$ cat config.mk
export PLATFORM = sky130hd
export DESIGN_NAME = vid_sync_dec
export DESIGN_NICKNAME = d
export VERILOG_FILES = /design/src/rtl/vid_sync_pkg.sv /design/src/rtl/vid_trs_detect.sv /design/src/rtl/vid_line_track.sv /design/src/rtl/vid_frame_mon.sv /design/src/rtl/vid_sync_dec.sv
export SDC_FILE = /design/constraint.sdc
export NUM_CORES = 1
export LEC_CHECK = 0
export ABC_AREA = 1
export BUFFER_PORTS_ARGS = -buffer_cell sky130_fd_sc_hd__clkbuf_2
export CORE_MARGIN = 8
export CORE_UTILIZATION = 23
export CTS_CLUSTER_DIAMETER = 80
export DETAILED_ROUTE_END_ITERATION = 7
export GPL_TIMING_DRIVEN = 0
export PLACE_DENSITY_LB_ADDON = 0.25
export SLEW_MARGIN = 20
export SYNTH_ARGS = -nofsm -noshare
export SYNTH_HDL_FRONTEND = slang
export SYNTH_SLANG_ARGS = --single-unit
$ cat constraint.sdc
create_clock -name clk_i -period 1.8 [get_ports clk_i]
set_input_delay 0 -clock clk_i [delete_from_list [all_inputs] [get_ports clk_i]]
set_output_delay 0 -clock clk_i [all_outputs]
set_load 0.05 [all_outputs]
$ cat src/rtl/vid_sync_pkg.sv
package vid_sync_pkg;
  localparam int unsigned BYTE_W   = 8;
  localparam int unsigned CODE_LEN = 4;
  localparam int unsigned H_POS    = 4;
  localparam int unsigned V_POS    = 5;

  localparam logic [BYTE_W-1:0] STS_SOL_ACT = 8'h80;
  localparam logic [BYTE_W-1:0] STS_EOL_ACT = 8'h9D;
  localparam logic [BYTE_W-1:0] STS_SOL_BLK = 8'hAB;
  localparam logic [BYTE_W-1:0] STS_EOL_BLK = 8'hB6;

  typedef struct packed {
    logic hit;    // preamble complete
    logic valid;  // status word legal
    logic eol;
    logic blank;
  } code_t;

  function automatic logic status_legal(input logic [BYTE_W-1:0] b);
    return (b == STS_SOL_ACT) || (b == STS_EOL_ACT) ||
           (b == STS_SOL_BLK) || (b == STS_EOL_BLK);
  endfunction
endpackage

$ cat src/rtl/vid_trs_detect.sv
module vid_trs_detect
  import vid_sync_pkg::*;
#(
  parameter int unsigned DATA_W = 16
) (
  input  logic              clk_i,
  input  logic              rst_ni,
  input  logic [DATA_W-1:0] data_i,
  output logic [DATA_W-1:0] tap_o,
  output code_t             code_o
);
  localparam int unsigned LANES = DATA_W / BYTE_W;

  // dly_q[0] newest, dly_q[CODE_LEN-1] oldest
  logic [CODE_LEN-1:0][DATA_W-1:0] dly_q;

  always_ff @(posedge clk_i or negedge rst_ni) begin
    if (!rst_ni) dly_q <= '0;
    else         dly_q <= {dly_q[CODE_LEN-2:0], data_i};
  end

  logic pre_ok;
  always_comb begin
    pre_ok = (dly_q[CODE_LEN-1] == '1);
    for (int i = 1; i < CODE_LEN - 1; i++) begin
      if (dly_q[i] != '0) pre_ok = 1'b0;
    end
  end

  logic [BYTE_W-1:0] sts_b;
  logic [LANES-1:0]  lane_eq;
  assign sts_b = dly_q[0][BYTE_W-1:0];

  for (genvar l = 0; l < LANES; l++) begin : g_lane
    assign lane_eq[l] = (dly_q[0][l*BYTE_W +: BYTE_W] == sts_b);
  end

  assign code_o.hit   = pre_ok;
  assign code_o.valid = (&lane_eq) && status_legal(sts_b);
  assign code_o.eol   = sts_b[H_POS];
  assign code_o.blank = sts_b[V_POS];
  assign tap_o        = dly_q[CODE_LEN-1];
endmodule

$ cat src/rtl/vid_line_track.sv
module vid_line_track
  import vid_sync_pkg::*;
#(
  parameter int unsigned DATA_W = 16
) (
  input  logic              clk_i,
  input  logic              rst_ni,
  input  logic [DATA_W-1:0] tap_i,
  input  code_t             code_i,
  output logic [DATA_W-1:0] pix_o,
  output logic              de_o,
  output logic              hs_o,
  output logic              vs_o,
  output logic              err_o,
  output logic              pix_stb_o,
  output logic              eol_stb_o,
  output logic              eof_stb_o
);
  localparam int unsigned LANES  = DATA_W / BYTE_W;
  localparam int unsigned SKIP_W = $clog2(CODE_LEN);

  logic [SKIP_W-1:0] skip_q;
  logic              act_q;
  logic [LANES-1:0]  lane_rsv;

  for (genvar l = 0; l < LANES; l++) begin : g_rsv
    assign lane_rsv[l] = (tap_i[l*BYTE_W +: BYTE_W] == '0) ||
                         (tap_i[l*BYTE_W +: BYTE_W] == '1);
  end

  logic hit_ok, hit_bad, sol, eol, pixel, rsv_err, eof;
  always_comb begin
    hit_ok  = code_i.hit && code_i.valid;
    hit_bad = code_i.hit && !code_i.valid;
    sol     = hit_ok && !code_i.eol;
    eol     = hit_ok && code_i.eol;
    // code words after the first are masked by skip_q
    pixel   = act_q && (skip_q == '0) && !hit_ok;
    rsv_err = pixel && (|lane_rsv);
    eof     = sol && code_i.blank && !vs_o;
  end

  always_ff @(posedge clk_i or negedge rst_ni) begin
    if (!rst_ni) begin
      pix_o  <= '0;
      de_o   <= 1'b0;
      hs_o   <= 1'b0;
      vs_o   <= 1'b0;
      err_o  <= 1'b0;
      skip_q <= '0;
      act_q  <= 1'b0;
    end else begin
      pix_o <= tap_i;
      de_o  <= pixel;
      hs_o  <= eol;
      err_o <= rsv_err || hit_bad;
      if (sol) vs_o <= code_i.blank;
      if (hit_ok)             skip_q <= SKIP_W'(CODE_LEN - 1);
      else if (skip_q != '0)  skip_q <= skip_q - 1'b1;
      if (sol)      act_q <= !code_i.blank;
      else if (eol) act_q <= 1'b0;
    end
  end

  assign pix_stb_o = pixel;
  assign eol_stb_o = eol && act_q;
  assign eof_stb_o = eof;
endmodule

$ cat src/rtl/vid_frame_mon.sv
module vid_frame_mon #(
  parameter int unsigned CNT_W = 12
) (
  input  logic clk_i,
  input  logic rst_ni,
  input  logic pix_stb_i,
  input  logic eol_stb_i,
  input  logic eof_stb_i,
  output logic lock_o
);
  logic [CNT_W-1:0] px_q, wid_q, hgt_q, pw_q, ph_q;
  logic             cons_q, pv_q;

  always_ff @(posedge clk_i or negedge rst_ni) begin
    if (!rst_ni) begin
      px_q   <= '0;
      wid_q  <= '0;
      hgt_q  <= '0;
      pw_q   <= '0;
      ph_q   <= '0;
      cons_q <= 1'b1;
      pv_q   <= 1'b0;
      lock_o <= 1'b0;
    end else begin
      if (pix_stb_i) px_q <= px_q + 1'b1;
      if (eol_stb_i) begin
        px_q  <= '0;
        hgt_q <= hgt_q + 1'b1;
        if (hgt_q == '0)         wid_q  <= px_q;
        else if (px_q != wid_q)  cons_q <= 1'b0;
      end
      if (eof_stb_i) begin
        lock_o <= cons_q && pv_q && (wid_q == pw_q) && (hgt_q == ph_q);
        pw_q   <= wid_q;
        ph_q   <= hgt_q;
        pv_q   <= cons_q;
        wid_q  <= '0;
        hgt_q  <= '0;
        cons_q <= 1'b1;
      end
    end
  end
endmodule

$ cat src/rtl/vid_sync_dec.sv
module vid_sync_dec
  import vid_sync_pkg::*;
#(
  parameter int unsigned DATA_W = 16,
  parameter int unsigned CNT_W  = 12
) (
  input  logic              clk_i,
  input  logic              rst_ni,
  input  logic [DATA_W-1:0] data_i,
  output logic [DATA_W-1:0] pix_o,
  output logic              de_o,
  output logic              hs_o,
  output logic              vs_o,
  output logic              lock_o,
  output logic              err_o
);
  logic [DATA_W-1:0] tap;
  code_t             code;
  logic              pix_stb, eol_stb, eof_stb;

  vid_trs_detect #(.DATA_W(DATA_W)) u_det (
    .clk_i (clk_i),
    .rst_ni(rst_ni),
    .data_i(data_i),
    .tap_o (tap),
    .code_o(code)
  );

  vid_line_track #(.DATA_W(DATA_W)) u_line (
    .clk_i    (clk_i),
    .rst_ni   (rst_ni),
    .tap_i    (tap),
    .code_i   (code),
    .pix_o    (pix_o),
    .de_o     (de_o),
    .hs_o     (hs_o),
    .vs_o     (vs_o),
    .err_o    (err_o),
    .pix_stb_o(pix_stb),
    .eol_stb_o(eol_stb),
    .eof_stb_o(eof_stb)
  );

  vid_frame_mon #(.CNT_W(CNT_W)) u_frame (
    .clk_i    (clk_i),
    .rst_ni   (rst_ni),
    .pix_stb_i(pix_stb),
    .eol_stb_i(eol_stb),
    .eof_stb_i(eof_stb),
    .lock_o   (lock_o)
  );
endmodule

==> results of run 1 <==
kinds of logic (layout without fill, tap and decap cells):
group / after synthesis / in the layout
buf+inv: 82 / 192
xor+xnor: 46 / 46
fa+ha+maj: 4 / 4
compound gates: 42 / 42
flops: 150 / 150
simple gates: 330 / 331
timing repair:
item	4_1_cts	5_1_grt
buffers inserted	6	11
pin swaps	14	28
setup endpoints to repair	67	67
gates resized for setup	71	121
cloned	2	6
hold buffers	17	0
hold endpoints to repair	83	0
cells in the final DEF, fill, tap and decap left out, types with 7 or more instances in the layout:
| cell type | n |
|---|---|
| buf_4 | 13 |
| buf_6 | 14 |
| clkbuf_16 | 19 |
| clkbuf_2 | 37 |
| dfrtp_1 | 148 |
| dlygate4sd3_1 | 17 |
| inv_1 | 59 |
| nand2_1 | 131 |
| nand2_2 | 22 |
| nand3_1 | 36 |
| nand3_2 | 36 |
| nand3b_1 | 7 |
| nand4_1 | 7 |
| nor2_1 | 43 |
| nor2_2 | 7 |
| nor2_4 | 7 |
| nor3_1 | 15 |
| o21ai_1 | 13 |
| o21ai_2 | 15 |
| xnor2_1 | 15 |
| xor2_1 | 30 |
state kept, by name, summed over array words and instances, names as in the netlist, 2 cells and up:
register,count
u_frame.wid_q,12
u_frame.pw_q,12
u_frame.hgt_q,12
u_line.pix_o,16
u_frame.ph_q,12
u_det.tap_o,16
u_frame.px_q,12
u_det.dly_q,46
u_det.code_o,2
u_line.skip_q,2
power by group:
group          switching, mW  total, mW  internal (mW)  leakage (nW)
combinational          0.200      0.303          0.103          1.78
clock                   1.36       3.26           1.90         0.263
sequential            0.0638       3.53           3.47          1.91
layout make-up:
cell class              instances  area, sq um
multi-input cells             423         2610
inverters                      63          239
fillers                      2746        18300
well taps                     341          427
clock buffers                  24          492
plain buffers                  19          245
flip-flops and latches        150         3760
clock inverters                 6         43.8
repair buffers                 80          671
metrics by stage:
stage | setup TNS (ns) | cell area, sq um | utilization | worst slack, ns | total power, mW
after floorplan | 0 | 6240 | - | 0.0445 | 3.69
after global placement | -309.53 | 6860 | 0.256 | -1.94 | 3.83
after detailed placement | -20.64 | 6890 | 0.257 | -0.452 | 3.84
after CTS | -3.35 | 7920 | 0.296 | -0.0994 | 7.18
after global routing | -11.83 | 8480 | 0.317 | -0.252 | 7.38
final | -3.78 | 8480 | 0.317 | -0.109 | 7.09
layer usage:
metal	track usage	routed length, um	share of wire
met5	0	0	0
met4	0.0331	144	0.0093
met3	0.0211	392	0.025
met2	0.151	7310	0.47
met1	0.129	7620	0.49
worst max path at each step:
stage	slack [ns]	startpoint	cells after the start	end
after floorplan	0.04	u_det.code_o[1]	13	u_frame.wid_q[10]
after global placement	-1.94	rst_ni	1	u_frame.lock_o
after detailed placement	-0.45	u_frame.hgt_q[1]	8	u_frame.wid_q[7]
after CTS	-0.1	u_det.code_o[1]	13	u_frame.px_q[6]
after global routing	-0.25	u_det.tap_o[8]	13	u_frame.hgt_q[9]
final	-0.11	u_det.code_o[1]	13	u_frame.wid_q[0]
critical path, stage by stage (launching register included):
cell	delay, ns
dfrtp_1	0.40
buf_6	0.14
nor2_4	0.08
nand2_1	0.05
o21ai_1	0.07
nand2_1	0.07
nand2_2	0.07
nand3_2	0.09
nor2_4	0.17
nand3_4	0.16
buf_12	0.20
clkbuf_16	0.16
nand3_2	0.06
nand2_1	0.05
==> metrics.yaml, run 1 <==
outcome: "finished with violations"
failed_checks: "setup timing"
leakagePower_nw: 3.95
synth_seq_cells: 150
ctsRootBufferMaster: "clkbuf_16"
worst_pin_slew_ns: 0.551
placementRows: 60
synthArstFlopShare: 1.00
max_freq_mhz: 524
clock_skew_ns: 0.0127
area_growth_pct: 36.0
antenna_found_initial: 0
r2r_start: "u_det.code_o[1]"
post-route-period-util: 1.06
synth.top_cell.area_share: 0.598
fin_ws_ns: -0.109
drv_slew: 0
cts_buffer_depth: 2
ant_nets: 0
drive_gt1_frac: 0.280
yosys-mux-area-fraction: 0
syn_area_sq_um: 6240
dieArea_sq_um: 32700
initial_utilization: 0.233
htree_levels: 4
synth_fa_ha_area_frac: 0.00802
finalSetupViolCount: 55
hold_viol: 0
yosysWarnings: 0
synth-xor-area-share: 0.0646
synth_area_leaders: "dfrtp_1 (60%), nand2_1 (9.5%), nand3_1 (5.9%)"
ys.flop_type: "dfrtp_1"
track_usage: 0.0962
yosysMostFrequentCell: "nand2_1"
worstRegToRegCells: 13
drc_errors: 0
yosysUniqueCellTypes: 31
fin_cells: 1106
vias: 4569
syn_area_per_cell_sq_um: 9.54
clk_latency_ns: 0.43
critPathLaunchType: "register"
synth_seq_area_share: 0.602
fin_crit_ns: 1.91
reg2reg_setup_slack_ns: -0.11
overflow: 0
via_per_inst: 4.13
place_inst: 1034
synth_commonest_cells: "nand2_1 (158), dfrtp_1 (149), nand3_1 (73), inv_1 (62), nor2_1 (54)"
rr_endpoint: "u_frame.wid_q[0]"
critPathRequiredTime_ns: 2.11
p_per_area_nw_per_um2: 836
grt_max_degree: 84
syn_nets: 676
netlist_instances: 654
yosysTopAreaCell: "dfrtp_1"
cts_sinks: 150
num-nets-final: 776
grt_pass1_vias: 4670
cap_violations: 0
maxSlewHeadroom: 0.632
gp_congestion: 0.804
cts.reportedPaths.clkPinSlew_ns: 0.06
firstDrtPassIters: 4
port_buffers: 38
arrival_ns: 2.22
die_w_um: 181
grt_setup_unrepaired: "yes"
dpl.hpwl_um: 10400
ios: 39
worstSetupPathType: "reg2reg"
hold_ws_ns: 0.134
crit_path_max_fanout: 7
synth_top_family_by_area: "simple AND/OR/NAND/NOR gates"
hp-class: "in2async"
ir_drop_mv: 0.643
num_antenna_cells: 0
cp-end-kind: "register"
initialDrtViolationCount: 269
numCtsBuffers: 17
synth-simple-area-share: 0.234
grt_pass1_wl_um: 25300
synth_edf_count: 0
synth-compound-area-share: 0.0365
die_h_um: 181
core_sq_um: 26800
wl_um: 15500
post_drt_wl_per_cell_um: 14.0
tritoncts: "done"
(Power assumes the default switching activity.)
==> inputs of run 2 (changes only) <==
--- a/config.mk
+++ b/config.mk
@@ -13,6 +13,8 @@
 export DETAILED_ROUTE_END_ITERATION = 7
 export GPL_TIMING_DRIVEN = 0
 export PLACE_DENSITY_LB_ADDON = 0.25
+export REMOVE_ABC_BUFFERS = 1
+export SETUP_SLACK_MARGIN = 0.5
 export SLEW_MARGIN = 20
 export SYNTH_ARGS = -nofsm -noshare
 export SYNTH_HDL_FRONTEND = slang
==> metrics.yaml, run 2 (synthesis gave the netlist of run 1 again) <==
outcome: "finished with violations"
failed_checks: "setup timing"
max_freq_mhz: 514  # -1.9%
slowest_delay_ns: 0.54  # +0.14 ns
r2r_start: "u_det.code_o[1]"
fin_ws_ns: -0.145  # -0.0364 ns
leakagePower_nw: 3.90  # -1.3%
p_sw_mw: 1.86  # +14%
rr_endpoint: "u_frame.px_q[8]"
largest_reg_flops: 46  # unchanged
cp-end-kind: "register"
wl_um: 16600  # +7.1%
regArea_sq_um: 3760  # +0.20%
mostFrequentLayoutCells: "dfrtp_1 (144), nand2_1 (137), inv_1 (58), nor2_1 (44), nand3_2 (42)"
track_usage: 0.102  # +0.00570
crit_path_cell_trace: "nor2_4, inv_1, nand2_1, nand3_1, nand2_2, nand3_2, nor2_4, buf_12, nand3_4, clkbuf_16, nand3b_1, nand2_1"
drv_slew: 0  # unchanged
p_clk_frac: 0.478  # +0.018
pwr-share-comb: 0.045  # +0.002
num_antenna_cells: 0  # unchanged
cts_sinks: 150  # unchanged
grt_pass1_vias: 4799  # +2.8%
dpl.hpwl_um: 9400  # -9.2%
cp_slowest_cell: "dfrtp_4"
reg2reg_setup_slack_ns: -0.15  # -0.04 ns
via_per_inst: 4.33  # +4.9%
worstSetupPathType: "reg2reg"
port_buffers: 38  # unchanged
grt_setup_unrepaired: "yes"
regMostFlops: "u_det.dly_q"
post-route-period-util: 1.08  # +0.0202
drive_gt1_frac: 0.286  # +0.00579
core_sq_um: 26800  # unchanged
arrival_ns: 2.26  # +0.04 ns
p_per_area_nw_per_um2: 857  # +2.5%
hp-class: "in2async"
clk_latency_ns: 0.43  # about the same
gp_congestion: 0.771  # -4.1%
fin_crit_ns: 1.95  # +0.0364 ns
vias: 4803  # +5.1%
initial_utilization: 0.233  # unchanged
area_growth_pct: 38.3
crit_buf_inv: 3  # unchanged
drc_errors: 0  # unchanged
cap_violations: 0  # unchanged
placementRows: 60  # unchanged
overflow: 0  # unchanged
die_w_um: 181  # unchanged
critPathLaunch: "u_det.code_o[1]"
finalSetupViolCount: 63  # +15%
worstRegToRegCells: 12  # -1
critPathRequiredTime_ns: 2.12  # about the same
hold_ws_ns: 0.107  # -0.0272 ns
cp_top_family: "simple AND/OR/NAND/NOR gates"
cts_buffer_depth: 2  # unchanged
dieArea_sq_um: 32700  # unchanged
grt_pass1_wl_um: 26300  # +4.2%
p_sw_frac: 0.251  # +0.0218
grt_max_degree: 90  # +7.1%
ant_nets: 0  # unchanged
post_drt_wl_per_cell_um: 14.9  # +6.9%
ir_drop_mv: 0.613  # -4.6%
cts.reportedPaths.clkPinSlew_ns: 0.06  # about the same
layout_commonest_cell: "dfrtp_1"
ctsRootBufferMaster: "clkbuf_16"
worst_pin_slew_ns: 0.693  # +0.141 ns
ios: 39  # unchanged
n_fill_cell: 2693  # -1.9%
seq_power_share: 0.477  # -0.020
antenna_found_initial: 0  # unchanged
num-nets-final: 776  # unchanged
htree_levels: 4  # unchanged
crit_path_max_fanout: 7  # unchanged
maxSlewHeadroom: 0.537  # -0.0951
clock_skew_ns: 0.0110  # -0.00171 ns
numCtsBuffers: 17  # unchanged
firstDrtPassIters: 4  # unchanged
finalSetupTns_ns: -6.79  # -3.01 ns
tritoncts: "done"
critPathLaunchType: "register"
multiInputGateArea_sq_um: 2810  # +7.8%
cell_internal_pwr_mw: 5.54  # +1.3%
initialDrtViolationCount: 260  # -3.3%
hold_viol: 0  # unchanged
die_h_um: 181  # unchanged
run 2: changes by cell type in the layout (fill, tap and decap cells not counted), sizes merged:
cell	before	now
clkbuf	67	58
bufinv	0	1
clkinvlp	1	3
inv	65	71
buf	39	29
nand4	9	12
nand3	75	84
run 2: metrics by stage:
step / area [sq um] / instances / util / power, mW / setup slack, ns
after floorplan: 6130 / 635 / - / 3.69 / -0.392
after global routing: 8630 / 1108 / 0.322 / 7.67 / -0.272
after detailed placement: 6790 / 1015 / 0.253 / 3.84 / -1.13
final: 8630 / 1108 / 0.322 / 7.40 / -0.145
after global placement: 6750 / 1014 / 0.252 / 3.83 / -1.97
after CTS: 8330 / 1098 / 0.311 / 7.48 / -0.129
run 2: how the worst max path moves through the flow:
stage	endpoint	cells past startpoint	slack (ns)
floorplan	u_frame.px_q[11]	10	-0.39
CTS	u_frame.hgt_q[11]	10	-0.13
finish	u_frame.px_q[8]	12	-0.15
detailed placement	u_frame.pw_q[1]	7	-1.13
global route	u_frame.hgt_q[0]	13	-0.27
global placement	u_frame.ph_q[7]	1	-1.97
run 2: cell type report:
type                    count  share of cell area
clock buffers              18              0.0497
clock inverters            14              0.0175
inverters                  63              0.0293
multi-input cells         435               0.326
flip-flops and latches    150               0.436
well taps                 341              0.0494
repair buffers             86              0.0902
repair inverters            1             0.00188
run 2: power by group through the flow:
stage          Combinational (mW)  Sequential, mW  Clock (mW)
2_1_floorplan              0.0526            3.64           0
3_3_place_gp                0.237            3.59           0
3_5_place_dp                0.247            3.59           0
4_1_cts                     0.327            3.53        3.63
5_1_grt                     0.370            3.54        3.76
6_report                    0.335            3.53        3.53
run 2: what timing repair did:
action | in CTS | in global routing
hold buffers | 17 | 0
pin swaps | 32 | 25
gates resized for setup | 87 | 65
endpoints found under the setup margin | 70 | 70
setup buffers | 20 | 7
cloned | 14 | 3
endpoints found under the hold margin | 77 | 0
run 2: per-layer routing:
layer | wire (um) | vias to the layer above | global-route usage
li1 | - | 2347 | -
met5 | 0 | - | 0
met1 | 7520 | 2366 | 0.129
met3 | 518 | 20 | 0.0237
met2 | 8180 | 70 | 0.166
met4 | 347 | 0 | 0.0413
run 2: worst reg2reg max path, stage by stage (launching register included):
cell,delay [ns]
dfrtp_4,0.54
nor2_4,0.12
inv_1,0.05
nand2_1,0.06
nand3_1,0.07
nand2_2,0.09
nand3_2,0.10
nor2_4,0.13
buf_12,0.15
nand3_4,0.16
clkbuf_16,0.25
nand3b_1,0.08
nand2_1,0.05
